==> src/rtl/ovl_mix_pkg.sv <==
package ovl_mix_pkg;
    localparam int PIX_W  = 24;
    localparam int IDX_W  = 3;
    localparam int N_ENT  = 1 << IDX_W;
    localparam int ADDR_W = 5;

    localparam int ENC_BASE   = 0;
    localparam int RGB_BASE   = ENC_BASE + N_ENT;
    localparam int CTRL_ADDR  = RGB_BASE + N_ENT;
    localparam int BLANK_ADDR = CTRL_ADDR + 1;

    typedef logic [PIX_W-1:0] pix_t;
    typedef logic [IDX_W-1:0] idx_t;
    typedef logic [N_ENT-1:0][PIX_W-1:0] tab_t;

    typedef struct packed {
        logic bar_en;
        logic enc_key_off;
        logic key_low;
    } ctrl_t;

    typedef enum logic [1:0] {
        SRC_BLANK,
        SRC_MAIN,
        SRC_OVL,
        SRC_BAR
    } src_e;

    function automatic ctrl_t ctrl_from_word(input pix_t w);
        ctrl_t c;
        c.key_low     = w[0];
        c.enc_key_off = w[1];
        c.bar_en      = w[2];
        return c;
    endfunction

    function automatic logic key_hit(input logic k, input ctrl_t c);
        return k ^ c.key_low;
    endfunction
endpackage

==> src/rtl/ovl_regs.sv <==
module ovl_regs
    import ovl_mix_pkg::*;
(
    input  logic              clk,
    input  logic              rst,
    input  logic              we,
    input  logic [ADDR_W-1:0] addr,
    input  pix_t              wdata,
    output ctrl_t             ctrl,
    output pix_t              blank,
    output tab_t              enc_tab,
    output tab_t              rgb_tab
);
    ctrl_t ctrl_q;
    pix_t  blank_q;

    for (genvar e = 0; e < N_ENT; e++) begin : g_ent
        localparam logic [ADDR_W-1:0] A_ENC = ADDR_W'(ENC_BASE + e);
        localparam logic [ADDR_W-1:0] A_RGB = ADDR_W'(RGB_BASE + e);
        pix_t enc_q;
        pix_t rgb_q;

        always_ff @(posedge clk) begin
            if (rst) begin
                enc_q <= '0;
                rgb_q <= '0;
            end else if (we) begin
                if (addr == A_ENC) enc_q <= wdata;
                if (addr == A_RGB) rgb_q <= wdata;
            end
        end

        assign enc_tab[e] = enc_q;
        assign rgb_tab[e] = rgb_q;
    end

    always_ff @(posedge clk) begin
        if (rst) begin
            ctrl_q  <= '0;
            blank_q <= '0;
        end else if (we) begin
            if (addr == ADDR_W'(CTRL_ADDR))  ctrl_q  <= ctrl_from_word(wdata);
            if (addr == ADDR_W'(BLANK_ADDR)) blank_q <= wdata;
        end
    end

    assign ctrl  = ctrl_q;
    assign blank = blank_q;
endmodule

==> src/rtl/ovl_bar_seq.sv <==
module ovl_bar_seq
    import ovl_mix_pkg::*;
#(
    parameter int SEG_LEN = 90
) (
    input  logic clk,
    input  logic rst,
    input  logic act,
    output idx_t seg
);
    localparam int CNT_W = (SEG_LEN > 1) ? $clog2(SEG_LEN) : 1;
    localparam logic [CNT_W-1:0] CNT_LAST = CNT_W'(SEG_LEN - 1);

    logic [CNT_W-1:0] cnt_q;
    idx_t             seg_q;
    logic             seg_done;
    logic             at_last;

    assign seg_done = (cnt_q == CNT_LAST);
    assign at_last  = (seg_q == idx_t'(N_ENT - 1));

    always_ff @(posedge clk) begin
        if (rst || !act) begin
            cnt_q <= '0;
            seg_q <= '0;
        end else if (seg_done) begin
            cnt_q <= '0;
            if (!at_last) seg_q <= seg_q + 1'b1;
        end else begin
            cnt_q <= cnt_q + 1'b1;
        end
    end

    assign seg = seg_q;
endmodule

==> src/rtl/ovl_select.sv <==
module ovl_select
    import ovl_mix_pkg::*;
(
    input  logic  clk,
    input  logic  rst,
    input  logic  act,
    input  logic  key,
    input  idx_t  code,
    input  pix_t  main_pix,
    input  idx_t  seg,
    input  ctrl_t ctrl,
    input  pix_t  blank,
    input  tab_t  enc_tab,
    input  tab_t  rgb_tab,
    output pix_t  enc_pix,
    output pix_t  rgb_pix
);
    pix_t path_q [2];

    for (genvar p = 0; p < 2; p++) begin : g_path
        tab_t tab;
        logic keying_on;
        src_e src;
        pix_t nxt;

        assign tab       = (p == 0) ? enc_tab : rgb_tab;
        assign keying_on = (p == 0) ? ~ctrl.enc_key_off : 1'b1;

        always_comb begin
            if (!act)                                src = SRC_BLANK;
            else if (ctrl.bar_en)                    src = SRC_BAR;
            else if (key_hit(key, ctrl) && keying_on) src = SRC_OVL;
            else                                     src = SRC_MAIN;
        end

        always_comb begin
            case (src)
                SRC_BLANK: nxt = blank;
                SRC_BAR:   nxt = tab[seg];
                SRC_OVL:   nxt = tab[code];
                default:   nxt = main_pix;
            endcase
        end

        always_ff @(posedge clk) begin
            if (rst) path_q[p] <= '0;
            else     path_q[p] <= nxt;
        end
    end

    assign enc_pix = path_q[0];
    assign rgb_pix = path_q[1];
endmodule

==> src/rtl/ovl_key_mixer.sv <==
module ovl_key_mixer
    import ovl_mix_pkg::*;
#(
    parameter int ACTIVE_PIX = 720
) (
    input  logic        clk,
    input  logic        rst,
    input  logic        cfg_we,
    input  logic [4:0]  cfg_addr,
    input  logic [23:0] cfg_wdata,
    input  logic        active,
    input  logic        key,
    input  logic [2:0]  ovl_code,
    input  logic [23:0] main_pix,
    output logic [23:0] enc_pix,
    output logic [23:0] rgb_pix
);
    localparam int SEG_RAW = ACTIVE_PIX / N_ENT;
    localparam int SEG_LEN = (SEG_RAW < 1) ? 1 : SEG_RAW;

    ctrl_t ctrl_w;
    pix_t  blank_w;
    tab_t  enc_tab_w;
    tab_t  rgb_tab_w;
    idx_t  seg_w;

    ovl_regs u_regs (
        .clk     (clk),
        .rst     (rst),
        .we      (cfg_we),
        .addr    (cfg_addr),
        .wdata   (cfg_wdata),
        .ctrl    (ctrl_w),
        .blank   (blank_w),
        .enc_tab (enc_tab_w),
        .rgb_tab (rgb_tab_w)
    );

    ovl_bar_seq #(.SEG_LEN(SEG_LEN)) u_bar (
        .clk (clk),
        .rst (rst),
        .act (active),
        .seg (seg_w)
    );

    ovl_select u_sel (
        .clk      (clk),
        .rst      (rst),
        .act      (active),
        .key      (key),
        .code     (ovl_code),
        .main_pix (main_pix),
        .seg      (seg_w),
        .ctrl     (ctrl_w),
        .blank    (blank_w),
        .enc_tab  (enc_tab_w),
        .rgb_tab  (rgb_tab_w),
        .enc_pix  (enc_pix),
        .rgb_pix  (rgb_pix)
    );
endmodule

==> config.mk <==
export PLATFORM = sky130hd
export DESIGN_NAME = ovl_key_mixer
export DESIGN_NICKNAME = d
export VERILOG_FILES = /design/src/rtl/ovl_mix_pkg.sv /design/src/rtl/ovl_regs.sv /design/src/rtl/ovl_bar_seq.sv /design/src/rtl/ovl_select.sv /design/src/rtl/ovl_key_mixer.sv
export SDC_FILE = /design/constraint.sdc
export NUM_CORES = 1
export LEC_CHECK = 0
export BUFFER_PORTS_ARGS = -buffer_cell sky130_fd_sc_hd__clkbuf_2
export CAP_MARGIN = 30
export CORE_MARGIN = 5
export CORE_UTILIZATION = 60
export DETAILED_ROUTE_END_ITERATION = 12
export PLACE_DENSITY_LB_ADDON = 0.2
export SLEW_MARGIN = 20
export SYNTH_ARGS = -nofsm -noshare
export SYNTH_HDL_FRONTEND = slang
export SYNTH_SLANG_ARGS = --single-unit
==> constraint.sdc <==
create_clock -name clk -period 3.1 [get_ports clk]
set_clock_uncertainty 0.1 [all_clocks]
set_input_delay 0.465 -clock clk [delete_from_list [all_inputs] [get_ports clk]]
set_output_delay 0.465 -clock clk [all_outputs]
set_load 0.01 [all_outputs]
==> results of run 1 <==
-- power breakdown --
group	leakage [nW]	total [mW]	switching (mW)	internal (mW)
registers	3.79	6.14	0.0459	6.09
clock network	0.788	5.90	2.46	3.43
logic	3.39	0.770	0.542	0.228
total	7.96	12.8	3.05	9.75
-- layer usage --
layer / share of wire, % / vias up / global-route usage (%)
li1: - / 8900 / -
met2: 46 / 1351 / 55.2
met1: 36 / 9610 / 44.8
met4: 6.1 / 0 / 19.2
met3: 12 / 330 / 6.25
met5: 0 / - / 0
-- placed cells by master, fill, tap and decap left out, drive strengths merged, types with 5 or more instances in the layout --
| cell type | netlist | layout |
|---|---|---|
| nand2 | 858 | 858 |
| dfxtp | 469 | 469 |
| a21oi | 447 | 447 |
| clkbuf | 189 | 181 |
| mux4 | 153 | 153 |
| mux2i | 107 | 107 |
| a22oi | 77 | 77 |
| buf | 61 | 70 |
| nor2 | 43 | 43 |
| o221ai | 24 | 24 |
| nand3 | 21 | 21 |
| nor2b | 15 | 15 |
| o21bai | 15 | 15 |
| a31oi | 15 | 15 |
| nor3 | 15 | 15 |
| o22ai | 9 | 9 |
| a311oi | 9 | 9 |
| clkinv | 0 | 8 |
| xnor2 | 5 | 5 |
-- stage by stage --
step	hold WS, ps	util [%]
floorplan	332	-
finish	83.3	67.4
global route	92.2	67.4
CTS	67.9	67.4
global placement	338	63.0
detailed placement	345	63.0
-- state kept, by name, summed over array words and instances (netlist names) --
name and count:
u_bar.cnt_q 7, u_bar.seg 3, u_regs.blank 24, u_regs.ctrl 3, u_regs.g_ent.enc_q 192, u_regs.g_ent.rgb_q 192
u_sel.path_q 48
-- kinds of logic (layout without fill, tap and decap cells) --
family	after synthesis	after routing	share of synthesized area [%]
adder cells (fa/ha/maj)	4	4	0.224
AND/OR/NAND/NOR	976	976	17.4
buffers and inverters	252	264	4.60
XOR/XNOR	8	8	0.314
AO/OA/AOI/OAI	597	597	15.1
multiplexers	260	260	20.2
flip-flops	469	469	42.1
other	0	3	0
-- worst max-delay path, delay by kind of cell (launching register included) --
kind            cells  cell delay [ps]
flops               1              770
compound gates      2              670
simple gates        2              700
-- area by class of cell --
cell class	count	area, um^2
multi-input combinational	1845	11900
inverter	2	7.51
clock buffer	76	1480
clock inverter	11	113
antenna	3	7.51
timing repair buffer	175	1190
tap	468	586
fill	2936	12000
sequential	469	9400
-- final timing paths --
| check | slack, ps | start | endpoint |
|---|---|---|---|
| worst max-delay path | 720 | u_bar.seg[0]$_SDFFE_PP0P_ | u_sel.path_q[1][18]$_SDFF_PP0_ |
| worst min-delay path | 80 | main_pix[2] | u_sel.path_q[1][2]$_SDFF_PP0_ |
| worst max register to register | 720 | u_bar.seg[0]$_SDFFE_PP0P_ | u_sel.path_q[1][18]$_SDFF_PP0_ |
| worst min register to register | 350 | u_regs.blank[19]$_SDFFE_PP0P_ | u_regs.blank[19]$_SDFFE_PP0P_ |
==> summary.md, run 1 <==
| Metric | Value |
|---|---|
| Num rows | `70` |
| Synth top area share | `a little over two fifths` |
| Vias in the first global route | `19.5k` |
| Final Hold Vio Count | `0` |
| Run status | `finished clean` |
| Avg Cell Area, Syn | `8.69 um^2` |
| Final Cycle Share | `76.8%` |
| Register area share after synthesis | `42.1%` |
| Post-DR wirelength/cell | `24.2 um` |
| FMAX | `420 MHz` |
| Vias/cell | `6.62` |
| H-tree depth | `2` |
| Placement Cell Area | `~23000 um^2` |
| Final WS setup | `about 720 ps` |
| Critical Path End Type | `flop` |
| WL final | `73800 um` |
| Gr usage total | `34.6%` |
| CTS Buffer Depth | `3` |
| Overall Power | `around 13 mW` |
| Setup violators final | `0` |
| DIE AREA | `about 41000 um^2` |
| Crit-path cells | `nand4_1 > o22ai_1 > nor3_1 > a311oi_1` |
| Unrepaired setup endpoints after global routing | `false` |
| Tmin final | `between 2000 and 2500 ps` |
| PwrDens | `518 nW/um^2` |
| Cells after Synth | `around 2.6k` |
| Ranking of synthesized cells by area | `dfxtp_1 42%, mux4_2 15%, nand2_1 14%` |
| Root Buffer | `clkbuf_16` |
| Slew HR | `35.3%` |
| Final Slew Violations | `0` |
| Max stage delay on crit path | `about 770 ps` |
| Num CTS Buffers | `49` |
| Syn Nets | `2631` |
| First-pass GRT wire length | `112000 um` |
| Gpl congestion | `0.924` |
| Number of synthesized flops with an enable pin | `0` |
| Post-synth cell types | `44` |
| Area leader, netlist | `dfxtp_1` |
| CP max FO | `32` |
| Hold Crit Depth | `3` |
| Async set-reset flop share out of synthesis | `0%` |
| Number of synthesized register bits | `469` |
| Leak Pwr | `7.96 nW` |
| Placed Instances | `slightly below 3k` |
| Clock Latency Late Sink | `590 ps` |
| Design Area, Final | `24700 um^2` |
| ANT nets after route | `0` |
| Main synth FF type | `dfxtp_1` |
| Clk slew on worst S/H paths | `60 ps` |
| Hold buffers post-CTS | `0` |
| Synth-to-Final Area Change | `10.8%` |
| Slowest stage cell, crit path | `dfxtp_4` |
| Synth Cell Area | `between 20000 and 25000 um^2` |
| Hold crit path type | `in -> reg` |
| Layout Cells excl Fill | `between 3k and 4k` |
| CTS sink count | `469` |
| Max-cap violation count | `0` |
| Vias | `20.2k` |
| Worst vdd ir | `0.000363 V` |
| Die Wd | `approximately 200 um` |
| Initial antenna violation count | `3` |
| Die H | `a little over 200 um` |
| CTS tree | `yes` |
| Total negative slack | `0 ps` |
| CP Data Arrival Time | `2760 ps` |
| Layout net count | `2607` |
| Critical path required time | `around 3500 ps` |
| YS warnings | `0` |
| DRT Pass-1 Iters | `6` |
| Crit start category | `flop` |
| Placement Setup Slack | `770 ps` |
| IO Pins | `between 100 and 150` |
| Top-count cell post-synth | `nand2_1` |
| Reg2Reg Depth | `4` |
| Initial Util | `between 60% and 70%` |
| Post-DP HPWL | `approximately 44000 um` |
| Layout cells sized above 1 | `16.6%` |
| Critical path class | `reg -> reg` |
| Global route total overflow | `0` |
| Post-CTS Resized | `0` |
| CORE AREA | `36700 um^2` |
| Most frequent cells after synthesis | `858 x nand2_1, 469 x dfxtp_1, 447 x a21oi_1, 188 x clkbuf_1, 153 x mux4_2` |
| # port buffers | `~110` |
| Iter 0 DRT Violations | `2731` |
| Worst-margin pin slew | `971 ps` |
| Setup bufs post-CTS | `0` |
| Post-route DRC violation count | `0` |
| Largest net degree at the start of global routing | `208` |
Note: power is estimated with default switching activity, not from simulation.
==> run 2, diff against run 1 <==
- CORE_UTILIZATION: 60 -> 56
- clock period: 3.1 -> 2.18 ns (I/O delays scaled with it)
==> run 2 against run 1 <==
Effect of this change: combinational power rose by 55%; sequential share of layout area down 1.4 points; critical path type unchanged; count of clock-buffer cells in the layout is 1 lower; worst hold slack worse by 49 ps; sequential power grew 42%; clock power up 46%; via count increased by 1.0%; non-clock buffer count is 35 higher; wire length grew 7.8%.
==> summary.md, run 2 (synthesized netlist as in run 1, its figures left out) <==
| Metric | Value |
|---|---|
| Placement Setup Slack | `95.4 ps (-675 ps)` |
| Iter 0 DRT Violations | `2750 (+0.70%)` |
| Initial Util | `56.4% (-4.4 points)` |
| Root Buffer | `clkbuf_16` |
| Critical Path End Type | `flop` |
| Most frequent cells in the layout | `858 x nand2_1, 467 x dfxtp_1, 447 x a21oi_1, 153 x mux4_2, 107 x mux2i_1` |
| Clk slew on worst S/H paths | `60 ps (about the same)` |
| Gpl congestion | `0.870 (-5.9%)` |
| Num rows | `73 (+4.3%)` |
| Leak Pwr | `8.31 nW (+4.4%)` |
| CTS Buffer Depth | `3 (unchanged)` |
| Largest net degree at the start of global routing | `190 (-8.7%)` |
| Clock Latency Late Sink | `590 ps (about the same)` |
| Final Hold Vio Count | `0 (unchanged)` |
| Post-DR wirelength/cell | `25.3 um (+4.4%)` |
| Layout cells sized above 1 | `17.6% (+0.96 points)` |
| Cell family with most CP delay | `flip-flops` |
| CP Data Arrival Time | `2430 ps (-330 ps)` |
| Run status | `finished clean` |
| Global route total overflow | `0 (unchanged)` |
| PwrDens | `721 nW/um^2 (+39%)` |
| Vias | `20.4k (+1.0%)` |
| Die H | `210 um (+3.3%)` |
| Crit-path cells | `buf_12 > buf_12 > mux2i_1 > a22oi_1 > nand3_1 > a31oi_1` |
| Design Area, Final | `25700 um^2 (+3.8%)` |
| Slowest stage cell, crit path | `dfxtp_4` |
| Max-cap violation count | `0 (unchanged)` |
| Layout net count | `2641 (+1.3%)` |
| CTS tree | `yes` |
| Fin util | `64.9% (-2.5 points)` |
| FMAX | `498 MHz (+19%)` |
| Setup violators final | `0 (unchanged)` |
| Post-route DRC violation count | `0 (unchanged)` |
| Vias in the first global route | `19.5k (-0.32%)` |
| Final Cycle Share | `92.1% (+15 points)` |
| Placement Cell Area | `23900 um^2 (+3.5%)` |
| DRT Pass-1 Iters | `8 (+2)` |
| Worst vdd ir | `0.000554 V (+52%)` |
| Crit path top cell by count | `buf_12` |
| Tmin final | `2010 ps (-374 ps)` |
| Final Slew Violations | `0 (unchanged)` |
| ANT nets after route | `0 (unchanged)` |
| First-pass GRT wire length | `118000 um (+5.9%)` |
| Overall Power | `18.5 mW (+45%)` |
| Commonest non-fill, non-tap cell in the layout | `nand2_1` |
| H-tree depth | `2 (unchanged)` |
| Gr usage total | `35.1% (+0.56 points)` |
| Final WS setup | `172 ps (-546 ps)` |
| Initial antenna violation count | `12 (+9)` |
| # port buffers | `108 (unchanged)` |
| Post-CTS Resized | `0 (unchanged)` |
| CTS sink count | `469 (unchanged)` |
| Setup bufs post-CTS | `0 (unchanged)` |
| Num CTS Buffers | `48 (-2.0%)` |
| IO Pins | `109 (unchanged)` |
| CORE AREA | `39500 um^2 (+7.8%)` |
| Biggest regs | `u_regs.g_ent.enc_q (192), u_regs.g_ent.rgb_q (192), u_sel.path_q (48)` |
| Worst-margin pin slew | `897 ps (-73.2 ps)` |
| Post-DP HPWL | `48000 um (+9.6%)` |
| Worst Path Buf+Inv | `2 (+2)` |
| WL final | `79600 um (+7.8%)` |
| Die Wd | `210 um (+3.3%)` |
| DIE AREA | `43900 um^2 (+6.8%)` |
| Synth-to-Final Area Change | `15.1%` |
| Unrepaired setup endpoints after global routing | `false` |
| Slew HR | `40.2% (+4.9 points)` |
| Vias/cell | `6.48 (-2.2%)` |
| Hold crit path type | `in -> reg` |
| Max stage delay on crit path | `710 ps (-60 ps)` |
| Critical path required time | `2600 ps (-880 ps)` |
| Total negative slack | `0 ps (unchanged)` |
| CP max FO | `30 (-6.3%)` |
| Crit start category | `flop` |
| Critical path class | `reg -> reg` |
| Hold buffers post-CTS | `7 (+7)` |
## run 2: area by class of cell
class                   instances  area [um^2]
fillers                      3210        13900
multi-input cells            1845        11900
flip-flops and latches        469         9400
repair buffers                210         2000
clock buffers                  75         1470
well taps                     525          657
clock inverters                12          169
diodes                         11         27.5
inverters                       2         7.51
## run 2: path summary, 6_finish.rpt
check	endpoint	slack, ps	depth (start not counted)	startpoint
worst max-delay path	u_sel.path_q[1][14]$_SDFF_PP0_	170	6	u_bar.seg[1]$_SDFFE_PP0P_
worst min register to register	u_regs.blank[11]$_SDFFE_PP0P_	350	2	u_regs.blank[11]$_SDFFE_PP0P_
worst min-delay path	u_sel.path_q[1][23]$_SDFF_PP0_	30	3	main_pix[23]
worst max register to register	u_sel.path_q[1][14]$_SDFF_PP0_	170	6	u_bar.seg[1]$_SDFFE_PP0P_
## run 2: worst reg2reg max path, stage by stage (launching register included)
cell and delay, ps:
dfxtp_4 710, buf_12 250, buf_12 230, mux2i_1 130
a22oi_1 210, nand3_1 120, a31oi_1 180
## run 2: per-layer routing
metal | global-route usage (%) | share of wire, %
met1 | 45.7 | 36
met3 | 9.40 | 13
met4 | 16.8 | 5.2
met2 | 54.8 | 45
met5 | 0 | 0
## run 2: power breakdown
part           internal [mW]  leakage [nW]  total, mW  switching [mW]
Combinational          0.376          3.72       1.19           0.811
Clock                   5.10         0.806       8.61            3.50
Sequential              8.66          3.79       8.73          0.0713
## run 2: stage by stage
step | hold slack, ps | instances
after floorplan | 332 | 2566
after global routing | 26.8 | 3146
final | 34.2 | 3149
after global placement | 338 | 3043
after CTS | 3.77 | 3137
after detailed placement | 343 | 3043
